## config.mk

```make
export PLATFORM = sky130hd
export DESIGN_NAME = vid_timing_gen
export DESIGN_NICKNAME = d
export VERILOG_FILES = /design/src/rtl/vtg_pkg.sv /design/src/rtl/vtg_axis.sv /design/src/rtl/vtg_drive.sv /design/src/rtl/vid_timing_gen.sv
export SDC_FILE = /design/constraint.sdc
export NUM_CORES = 1
export LEC_CHECK = 0
export BUFFER_PORTS_ARGS = -buffer_cell sky130_fd_sc_hd__buf_2
export CORE_MARGIN = 2
export CORE_UTILIZATION = 45
export DETAILED_ROUTE_END_ITERATION = 6
export PLACE_DENSITY = 0.71
export RECOVER_POWER = 100
export REMOVE_ABC_BUFFERS = 1
export SLEW_MARGIN = 25
export SYNTH_ARGS = -nofsm -noshare
export SYNTH_HDL_FRONTEND = slang
export SYNTH_SLANG_ARGS = --single-unit
```

## constraint.sdc

```tcl
create_clock -name clk -period 3.9 [get_ports clk]
set_input_delay 0.975 -clock clk [delete_from_list [all_inputs] [get_ports clk]]
set_output_delay 0.975 -clock clk [all_outputs]
set_load 0.01 [all_outputs]
```

## src/rtl/vtg_pkg.sv

```systemverilog
package vtg_pkg;
  // Region within one raster axis, in scan order.
  typedef enum logic [1:0] {
    PH_SYNC  = 2'd0,
    PH_BACK  = 2'd1,
    PH_ACT   = 2'd2,
    PH_FRONT = 2'd3
  } phase_e;

  // Bit positions inside the polarity vector.
  localparam int unsigned POL_VS = 0;
  localparam int unsigned POL_HS = 1;
  localparam int unsigned POL_DE = 2;
  localparam int unsigned POL_W  = 3;

  localparam int unsigned FIELD_W = 12;
endpackage

```

## src/rtl/vtg_axis.sv

```systemverilog
// One raster axis: counts positions through sync, back porch, active and
// front porch, each programmed as length minus one.
module vtg_axis
  import vtg_pkg::*;
#(
  parameter int unsigned TW = FIELD_W
) (
  input  logic          clk,
  input  logic          rst_n,
  input  logic          run,
  input  logic          carry_in,
  input  logic [TW-1:0] w_sync,
  input  logic [TW-1:0] w_back,
  input  logic [TW-1:0] w_act,
  input  logic [TW-1:0] w_front,
  output logic          carry_out,
  output phase_e        phase,
  output logic [TW-1:0] idx
);
  localparam int unsigned CW = TW + 2;

  logic [CW-1:0] cnt;
  logic [CW-1:0] sync_end, back_end, act_end, last_pos;
  logic          at_last;

  assign sync_end = CW'(w_sync) + CW'(1);
  assign back_end = sync_end + CW'(w_back) + CW'(1);
  assign act_end  = back_end + CW'(w_act) + CW'(1);
  assign last_pos = act_end + CW'(w_front);
  assign at_last  = (cnt == last_pos);
  assign carry_out = carry_in & at_last;

  always_ff @(posedge clk or negedge rst_n) begin
    if (!rst_n) begin
      cnt <= '0;
    end else if (!run) begin
      cnt <= '0;
    end else if (carry_in) begin
      cnt <= at_last ? '0 : cnt + CW'(1);
    end
  end

  always_comb begin
    if (cnt < sync_end)      phase = PH_SYNC;
    else if (cnt < back_end) phase = PH_BACK;
    else if (cnt < act_end)  phase = PH_ACT;
    else                     phase = PH_FRONT;
  end

  assign idx = (phase == PH_ACT) ? TW'(cnt - back_end) : '0;
endmodule

```

## src/rtl/vtg_drive.sv

```systemverilog
// Output stage: turns the two axis phases into registered strobes with
// programmable active levels, plus coordinates and the frame marker.
module vtg_drive
  import vtg_pkg::*;
#(
  parameter int unsigned TW = FIELD_W
) (
  input  logic             clk,
  input  logic             rst_n,
  input  logic             run,
  input  logic [POL_W-1:0] pol,
  input  phase_e           h_phase,
  input  phase_e           v_phase,
  input  logic [TW-1:0]    h_idx,
  input  logic [TW-1:0]    v_idx,
  input  logic             frame_wrap,
  output logic             hsync_q,
  output logic             vsync_q,
  output logic             de_q,
  output logic [TW-1:0]    x_q,
  output logic [TW-1:0]    y_q,
  output logic             evt_q
);
  logic hs_on, vs_on, de_on;
  logic frame_pend;

  assign hs_on = (h_phase == PH_SYNC);
  assign vs_on = (v_phase == PH_SYNC);
  assign de_on = (h_phase == PH_ACT) && (v_phase == PH_ACT);

  // Marks that the next registered position is the first of a frame.
  always_ff @(posedge clk or negedge rst_n) begin
    if (!rst_n) frame_pend <= 1'b1;
    else        frame_pend <= !run || frame_wrap;
  end

  always_ff @(posedge clk or negedge rst_n) begin
    if (!rst_n) begin
      hsync_q <= 1'b0;
      vsync_q <= 1'b0;
      de_q    <= 1'b0;
      x_q     <= '0;
      y_q     <= '0;
      evt_q   <= 1'b0;
    end else if (!run) begin
      hsync_q <= !pol[POL_HS];
      vsync_q <= !pol[POL_VS];
      de_q    <= !pol[POL_DE];
      x_q     <= '0;
      y_q     <= '0;
      evt_q   <= 1'b0;
    end else begin
      hsync_q <= hs_on ? pol[POL_HS] : !pol[POL_HS];
      vsync_q <= vs_on ? pol[POL_VS] : !pol[POL_VS];
      de_q    <= de_on ? pol[POL_DE] : !pol[POL_DE];
      x_q     <= de_on ? h_idx : '0;
      y_q     <= de_on ? v_idx : '0;
      evt_q   <= frame_pend;
    end
  end
endmodule

```

## src/rtl/vid_timing_gen.sv

```systemverilog
module vid_timing_gen
  import vtg_pkg::*;
#(
  parameter int unsigned TW = FIELD_W
) (
  input  logic             clk,
  input  logic             rst_n,
  input  logic             run,
  input  logic [TW-1:0]    h_sync_w,
  input  logic [TW-1:0]    h_back_w,
  input  logic [TW-1:0]    h_act_w,
  input  logic [TW-1:0]    h_front_w,
  input  logic [TW-1:0]    v_sync_w,
  input  logic [TW-1:0]    v_back_w,
  input  logic [TW-1:0]    v_act_w,
  input  logic [TW-1:0]    v_front_w,
  input  logic [POL_W-1:0] pol_cfg,
  output logic             hsync_o,
  output logic             vsync_o,
  output logic             de_o,
  output logic [TW-1:0]    pos_x,
  output logic [TW-1:0]    pos_y,
  output logic             frame_evt
);
  phase_e        h_phase, v_phase;
  logic [TW-1:0] h_idx, v_idx;
  logic          line_end, frame_end;

  vtg_axis #(.TW(TW)) u_hax (
    .clk       (clk),
    .rst_n     (rst_n),
    .run       (run),
    .carry_in  (1'b1),
    .w_sync    (h_sync_w),
    .w_back    (h_back_w),
    .w_act     (h_act_w),
    .w_front   (h_front_w),
    .carry_out (line_end),
    .phase     (h_phase),
    .idx       (h_idx)
  );

  vtg_axis #(.TW(TW)) u_vax (
    .clk       (clk),
    .rst_n     (rst_n),
    .run       (run),
    .carry_in  (line_end),
    .w_sync    (v_sync_w),
    .w_back    (v_back_w),
    .w_act     (v_act_w),
    .w_front   (v_front_w),
    .carry_out (frame_end),
    .phase     (v_phase),
    .idx       (v_idx)
  );

  vtg_drive #(.TW(TW)) u_drv (
    .clk        (clk),
    .rst_n      (rst_n),
    .run        (run),
    .pol        (pol_cfg),
    .h_phase    (h_phase),
    .v_phase    (v_phase),
    .h_idx      (h_idx),
    .v_idx      (v_idx),
    .frame_wrap (frame_end),
    .hsync_q    (hsync_o),
    .vsync_q    (vsync_o),
    .de_q       (de_o),
    .x_q        (pos_x),
    .y_q        (pos_y),
    .evt_q      (frame_evt)
  );
endmodule

```

# Yosys cells after proc, flatten, opt, wreduce, memory -nomap -nowiden
# Index checks and enable logic that the tools add are counted.
dict set report word_totals {
  register_bits 57
}
dict set report classes {
  n_bitwise 1
  n_addsub 16
  mux 24
  n_eq_ne 5
  n_reduce_logical 8
  order_cmp 6
}
# operator count
set op_table {}
lappend op_table {{$add 14x1->14 const B} 6}
lappend op_table {{$add 14x12->14} 6}
lappend op_table {{$mux 12} 6}
lappend op_table {{$mux 14} 5}
lappend op_table {{$lt 14x14->1} 4}
lappend op_table {{$eq 14x14->1} 2}
lappend op_table {{$lt 14x13->1} 2}
lappend op_table {{$add 12x1->13 const B} 2}
lappend op_table {{$sub 12x12->12} 2}
lappend op_table {{$mux 1} 9}
lappend op_table {{$mux 2} 4}
lappend op_table {{$eq 2x2->1 const B} 2}
lappend op_table {{$logic_not 1->1} 4}
lappend op_table {{$logic_not 2->1} 2}
lappend op_table {{$ne 2x1->1 const B} 1}
lappend op_table {{$and 1x1->1} 1}
lappend op_table {{$logic_and 1x1->1} 1}
lappend op_table {{$logic_or 1x1->1} 1}

# Longest topological paths before layout
dict set report logic_depth {
  ltp_word 13
  depth_mapped 31
}

# By module
# From an unflattened synthesis, not the netlist that was laid out.
dict set report unflattened {
  hier_cells 1195
  hier_area_um2 9510.4
}
# module cells_per_inst area_each_um2 n_inst
set by_module_without_submodules {}
lappend by_module_without_submodules {{vtg_axis at u_hax} 569 4331.7 1}
lappend by_module_without_submodules {{vtg_axis at u_vax} 559 4197.8 1}
lappend by_module_without_submodules {vtg_drive 66 977.2 1}
lappend by_module_without_submodules {vid_timing_gen 1 3.8 1}

# Worst setup path after synthesis
# Ideal clock, no wire load.
dict set report synth_path {
  path_kind {input-to-reg}
  startpoint {input port h_sync_w[0]}
  endpoint {register u_hax.cnt[10]}
  path_stages 29
  setup_time_ns 0.120
  path_buffers 1
  path_slack_ns -2.087
  t_arrival_ns 5.867
  t_required_ns 3.780
  path_cell_list {ha_1 > and3_1 > xor2_1 > ha_1 > nor4_1 > a21oi_1 > and2_1 > o21ai_0 > nand2b_1 > xor2_1 > ha_1 > o2111ai_1 > a21oi_1 > o31ai_1 > nand2_1 > a21oi_1 > xnor2_1 > ha_1 > xnor2_1 > nor2_1 > nand2_1 > nand3_1 > nor2_1 > nand4_1 > a2111oi_0 > nand4_1 > or2_1 > buf_2 > and3_1}
}
dict set report synth_between {
  elab_chain_len 9
}
# element line
set synth_lines {}
lappend synth_lines {{start: declaration} vid_timing_gen.sv:9} ;# input logic [TW-1:0] h_sync_w,
lappend synth_lines {{$add 12x1->13} vtg_axis.sv:26} ;# assign sync_end = CW'(w_sync) + CW'(1);
lappend synth_lines {{$add 14x12->14} vtg_axis.sv:27} ;# assign back_end = sync_end + CW'(w_back) + CW'(1);
lappend synth_lines {{$add 14x1->14} vtg_axis.sv:27}
lappend synth_lines {{$add 14x12->14} vtg_axis.sv:28} ;# assign act_end = back_end + CW'(w_act) + CW'(1);
lappend synth_lines {{$add 14x1->14} vtg_axis.sv:28}
lappend synth_lines {{$add 14x12->14} vtg_axis.sv:29} ;# assign last_pos = act_end + CW'(w_front);
lappend synth_lines {{$eq 14x14->1} vtg_axis.sv:30} ;# assign at_last = (cnt == last_pos);
lappend synth_lines {{$mux 14} vtg_axis.sv:39} ;# cnt <= at_last ? '0 : cnt + CW'(1);
lappend synth_lines {{$mux 14} vtg_axis.sv:36} ;# end else if (!run) begin
lappend synth_lines {{end signal: assignment} vtg_axis.sv:39}
lappend synth_lines {{end: declaration} vtg_axis.sv:22} ;# logic [CW-1:0] cnt;
# Every way passes these cells.
# A chain may end at the register's enable or synchronous reset.

# Worst setup path after layout
dict set report layout_path {
  startpoint {input port h_sync_w[0]}
  endpoint {register u_vax.cnt[2]}
}
dict set report layout_between {
  elab_chain_len 8
}
# element line
set layout_lines {}
lappend layout_lines {{$add 12x1->13} vtg_axis.sv:26}
lappend layout_lines {{$add 14x12->14} vtg_axis.sv:27}
lappend layout_lines {{$add 14x1->14} vtg_axis.sv:27}
lappend layout_lines {{$add 14x12->14} vtg_axis.sv:28}
lappend layout_lines {{$add 14x1->14} vtg_axis.sv:28}
lappend layout_lines {{$add 14x12->14} vtg_axis.sv:29}
lappend layout_lines {{$eq 14x14->1} vtg_axis.sv:30}
lappend layout_lines {{$ne 2x1->1 (no line)} -}
lappend layout_lines {{end signal: assignment} vtg_axis.sv:39}
lappend layout_lines {{end: declaration} vtg_axis.sv:22}
# Every way passes these cells.

==> impl_metrics.yaml <==
worst_setup_path:
  cp_top_family: "compound AO/OA/AOI/OAI gates"
  r2r_slack_ns: 0.36
  cp_max_fo: 6
  cp.depth: 33
  crit_path_end_kind: "register"
  rr_startpoint: "u_hax.cnt[0]"
  reg2regPathDepth: 15
  cp_data_arrival_time_ns: 6.57
  critPathMaxStageDelay_ns: 0.35
  worstReg2RegEnd: "u_drv.y_q[10]"
  start_kind: "input port"
  crit_required_ns: 4.11
  cp_slowest_cell: "ha_4"
  crit_buf_inv: 5
  worstSetupPathType: "in2reg"
timing:
  whs_ns: 0.528
  slew_viol_final: 68
  timing.fmax_mhz: 157
  timing.final.crit_share_pct: 163
  rsz0062_at_grt: "true"
  period_minus_slack_ns: 6.36
  worstMarginPinSlew_ns: 1.83
  finalWorstSetupSlack_ns: -2.46
  hold_viol_final: 0
  clock_skew_ns: 0.00803
  slew_headroom_pct: -22.1
  setup_viol: 54
  tns_ns: -124.29
run_status:
  status: "finished with violations"
  violations: "capacitance limit, slew limit, setup timing"
route:
  vias: 11400
  antenna_left: 0
  routed_wl_mm: 38.2
  wire_per_inst_um: 19.7
  drtIter0Drc: 941
  drc_errors: 0
  vias_per_cell: 5.86
  firstDrtPassIters: 5
hold_path:
  hp-class: "reg2reg"
  hold_end: "u_drv.evt_q"
  holdPathStages: 1
  hp-start: "u_drv.frame_pend"
synth:
  synthTopCellsByArea: "ha_1, dfrtp_1, xnor2_1"
  synth.top_cell.area_share_pct: 22.6
  synth_flop_cell: "dfrtp_1"
  synth_edf_count: 0
  synth.distinct_cells: 78
  yosysMostFrequentCell: "ha_1"
  avgSynthCellArea_um2: 8.05
  synth-seq-area-share_pct: 15.6
  async_reset_ff_share_pct: 100
  yosysTopAreaCell: "ha_1"
  synthTopCellsByCount: "ha_1, inv_1, o21ai_0"
  ys_warn_count: 0
  ys_ff_latch: 57
  syn_area_um2: 9140
  syn-instance-count: 1136
floorplan:
  die_height_um: 147
  ioPinCount: 130
  fp-row-count: 52
  initial_core_util_pct: 45.5
  die_x_um: 147
  core_um2: 20100
  die-area_um2: 21500
power:
  p_per_area_nw_per_um2: 488
  vdd_drop_max_mv: 0.262
  p_leak_uw: 0.00733
flow_run:
  drv_cap: 2
grt:
  grt_pass1_wl_mm: 51.8
  grt.total_usage_pct: 29.7
  grt_pass1_vias: 10900
  grt_max_degree: 34
  antenna_found_initial: 1
  grt.overflow.total: 0
clock_network:
  clk_pin_slew_ns: 0.05
  clockRootBuffer: "clkbuf_16"
  numCtsBuffers: 9
  cts_max_path_buffers: 2
  clk_latency_ns: 0.34
  cts.htree.levels: 3
  cts.sinks: 57
  cts_tree: "built"
placed_design:
  hpwl_mm: 23.5
  portBuffers: 129
  place_congestion: 0.916
  dpl-instance-area_um2: 12500
final_layout:
  nets: 1938
  fin_area_um2: 14800
  fillerInstances: 1270
  synthToLayoutAreaGrowth_pct: 62.3
  postLayoutCoreUtil_pct: 73.8
  drive_above_1_share_pct: 43.2
## worst max-delay path by stage
stage,from,to,slack [ns]
floorplan,h_sync_w[0],u_vax.cnt[0],-2.33
global placement,h_sync_w[0],u_vax.cnt[0],-2.88
detailed placement,h_sync_w[0],u_hax.cnt[0],-2.95
CTS,h_sync_w[3],u_vax.cnt[0],-2.04
global route,h_sync_w[0],u_vax.cnt[12],-2.62
finish,h_sync_w[0],u_vax.cnt[2],-2.46
## final cells by class
cell class	count	area, um^2	area share (%)
Multi-Input combinational cell	962	8510	57.4
Timing Repair Buffer	531	3860	26.0
Sequential cell	57	1430	9.62
Inverter	102	383	2.58
Tap cell	270	338	2.28
Clock buffer	14	274	1.85
Clock inverter	2	35.0	0.236
Antenna cell	1	2.50	0.0169
## sequential cells by signal, summed over array words and instances (netlist names)
name / cells
u_drv.evt_q: 1
u_vax.cnt: 14
u_drv.y_q: 12
u_drv.hsync_q: 1
u_drv.vsync_q: 1
u_drv.frame_pend: 1
u_drv.de_q: 1
u_hax.cnt: 14
u_drv.x_q: 12
## report_power, final
group | switching [uW] | internal [uW] | total [uW]
clock | 277 | 545 | 822
combinational | 2880 | 2930 | 5810
sequential | 6.58 | 599 | 606
total | 3160 | 4080 | 7230
## cells in the final DEF (no fill, tap or decap), types with 7 or more instances in the layout
cell type    n
a211oi_2    14
a21o_1      27
a21oi_1     38
a21oi_2     27
and3_1      26
buf_2       93
buf_4      366
buf_6       30
clkbuf_1    34
clkbuf_16   11
dfrtp_1     56
ha_1       145
ha_4        17
inv_1      100
nand2_1     63
nand2_2      7
nand2b_1    27
nand3_1     28
nand4_1     17
nor2_1      60
nor2_2      12
nor2b_1     24
nor3_1      15
o211ai_1     7
o21a_1      24
o21ai_0     56
o21ai_1     15
o21ai_2     12
o22ai_1      9
or3_1       16
xnor2_1     49
xnor2_2     15
xor2_1      40
xor2_2      14
## through the flow
stage | total power (uW) | instances | worst slack [ns]
final | 7230 | 1939 | -2.46
after global routing | 7650 | 1938 | -2.62
after CTS | 6300 | 1906 | -2.04
after detailed placement | 5030 | 1848 | -2.95
after global placement | 4890 | 1848 | -2.88
after floorplan | 3070 | 1121 | -2.33
## layer usage
metal	GRT usage [%]	vias up	share of wire, %	wire length (um)
li1	-	5136	-	-
met1	35.6	5343	38	14400
met2	50.4	641	47	17900
met3	6.84	250	8.2	3110
met4	14.2	0	7.1	2720
met5	0	-	0	0
## what timing repair did
action,in CTS,in global routing
hold buffers,0,0
endpoints found under the hold margin,0,0
buffers inserted,40,32
pin swaps,97,107
setup endpoints to repair,54,54
gates resized for setup,151,147
gates cloned,3,2
## cells by family (layout without fill, tap and decap cells)
family	count (synthesis)	in the layout	share of synthesized area (%)
buffers and inverters	117	649	4.98
multiplexers	4	4	0.438
adder cells (fa/ha/maj)	175	175	24.6
XOR/XNOR	125	125	12.7
AO/OA/AOI/OAI	301	301	21.4
flip-flops	57	57	15.6
other	0	1	0
AND/OR/NAND/NOR	357	357	20.3
## worst register-to-register path, stage by stage, from the launching register on
cell and delay [ns]:
dfrtp_1 0.36, inv_1 0.10, ha_1 0.24, fa_1 0.45, nor2b_1 0.28, o21a_1 0.18, o21ai_0 0.13, a21oi_1 0.23
nor3_1 0.09, o21bai_1 0.22, nor3b_1 0.13, nor4_4 0.28, o2111ai_4 0.25, buf_6 0.18, a211oi_1 0.19, buf_4 0.16
Note: power is estimated with default switching activity, not from simulation.
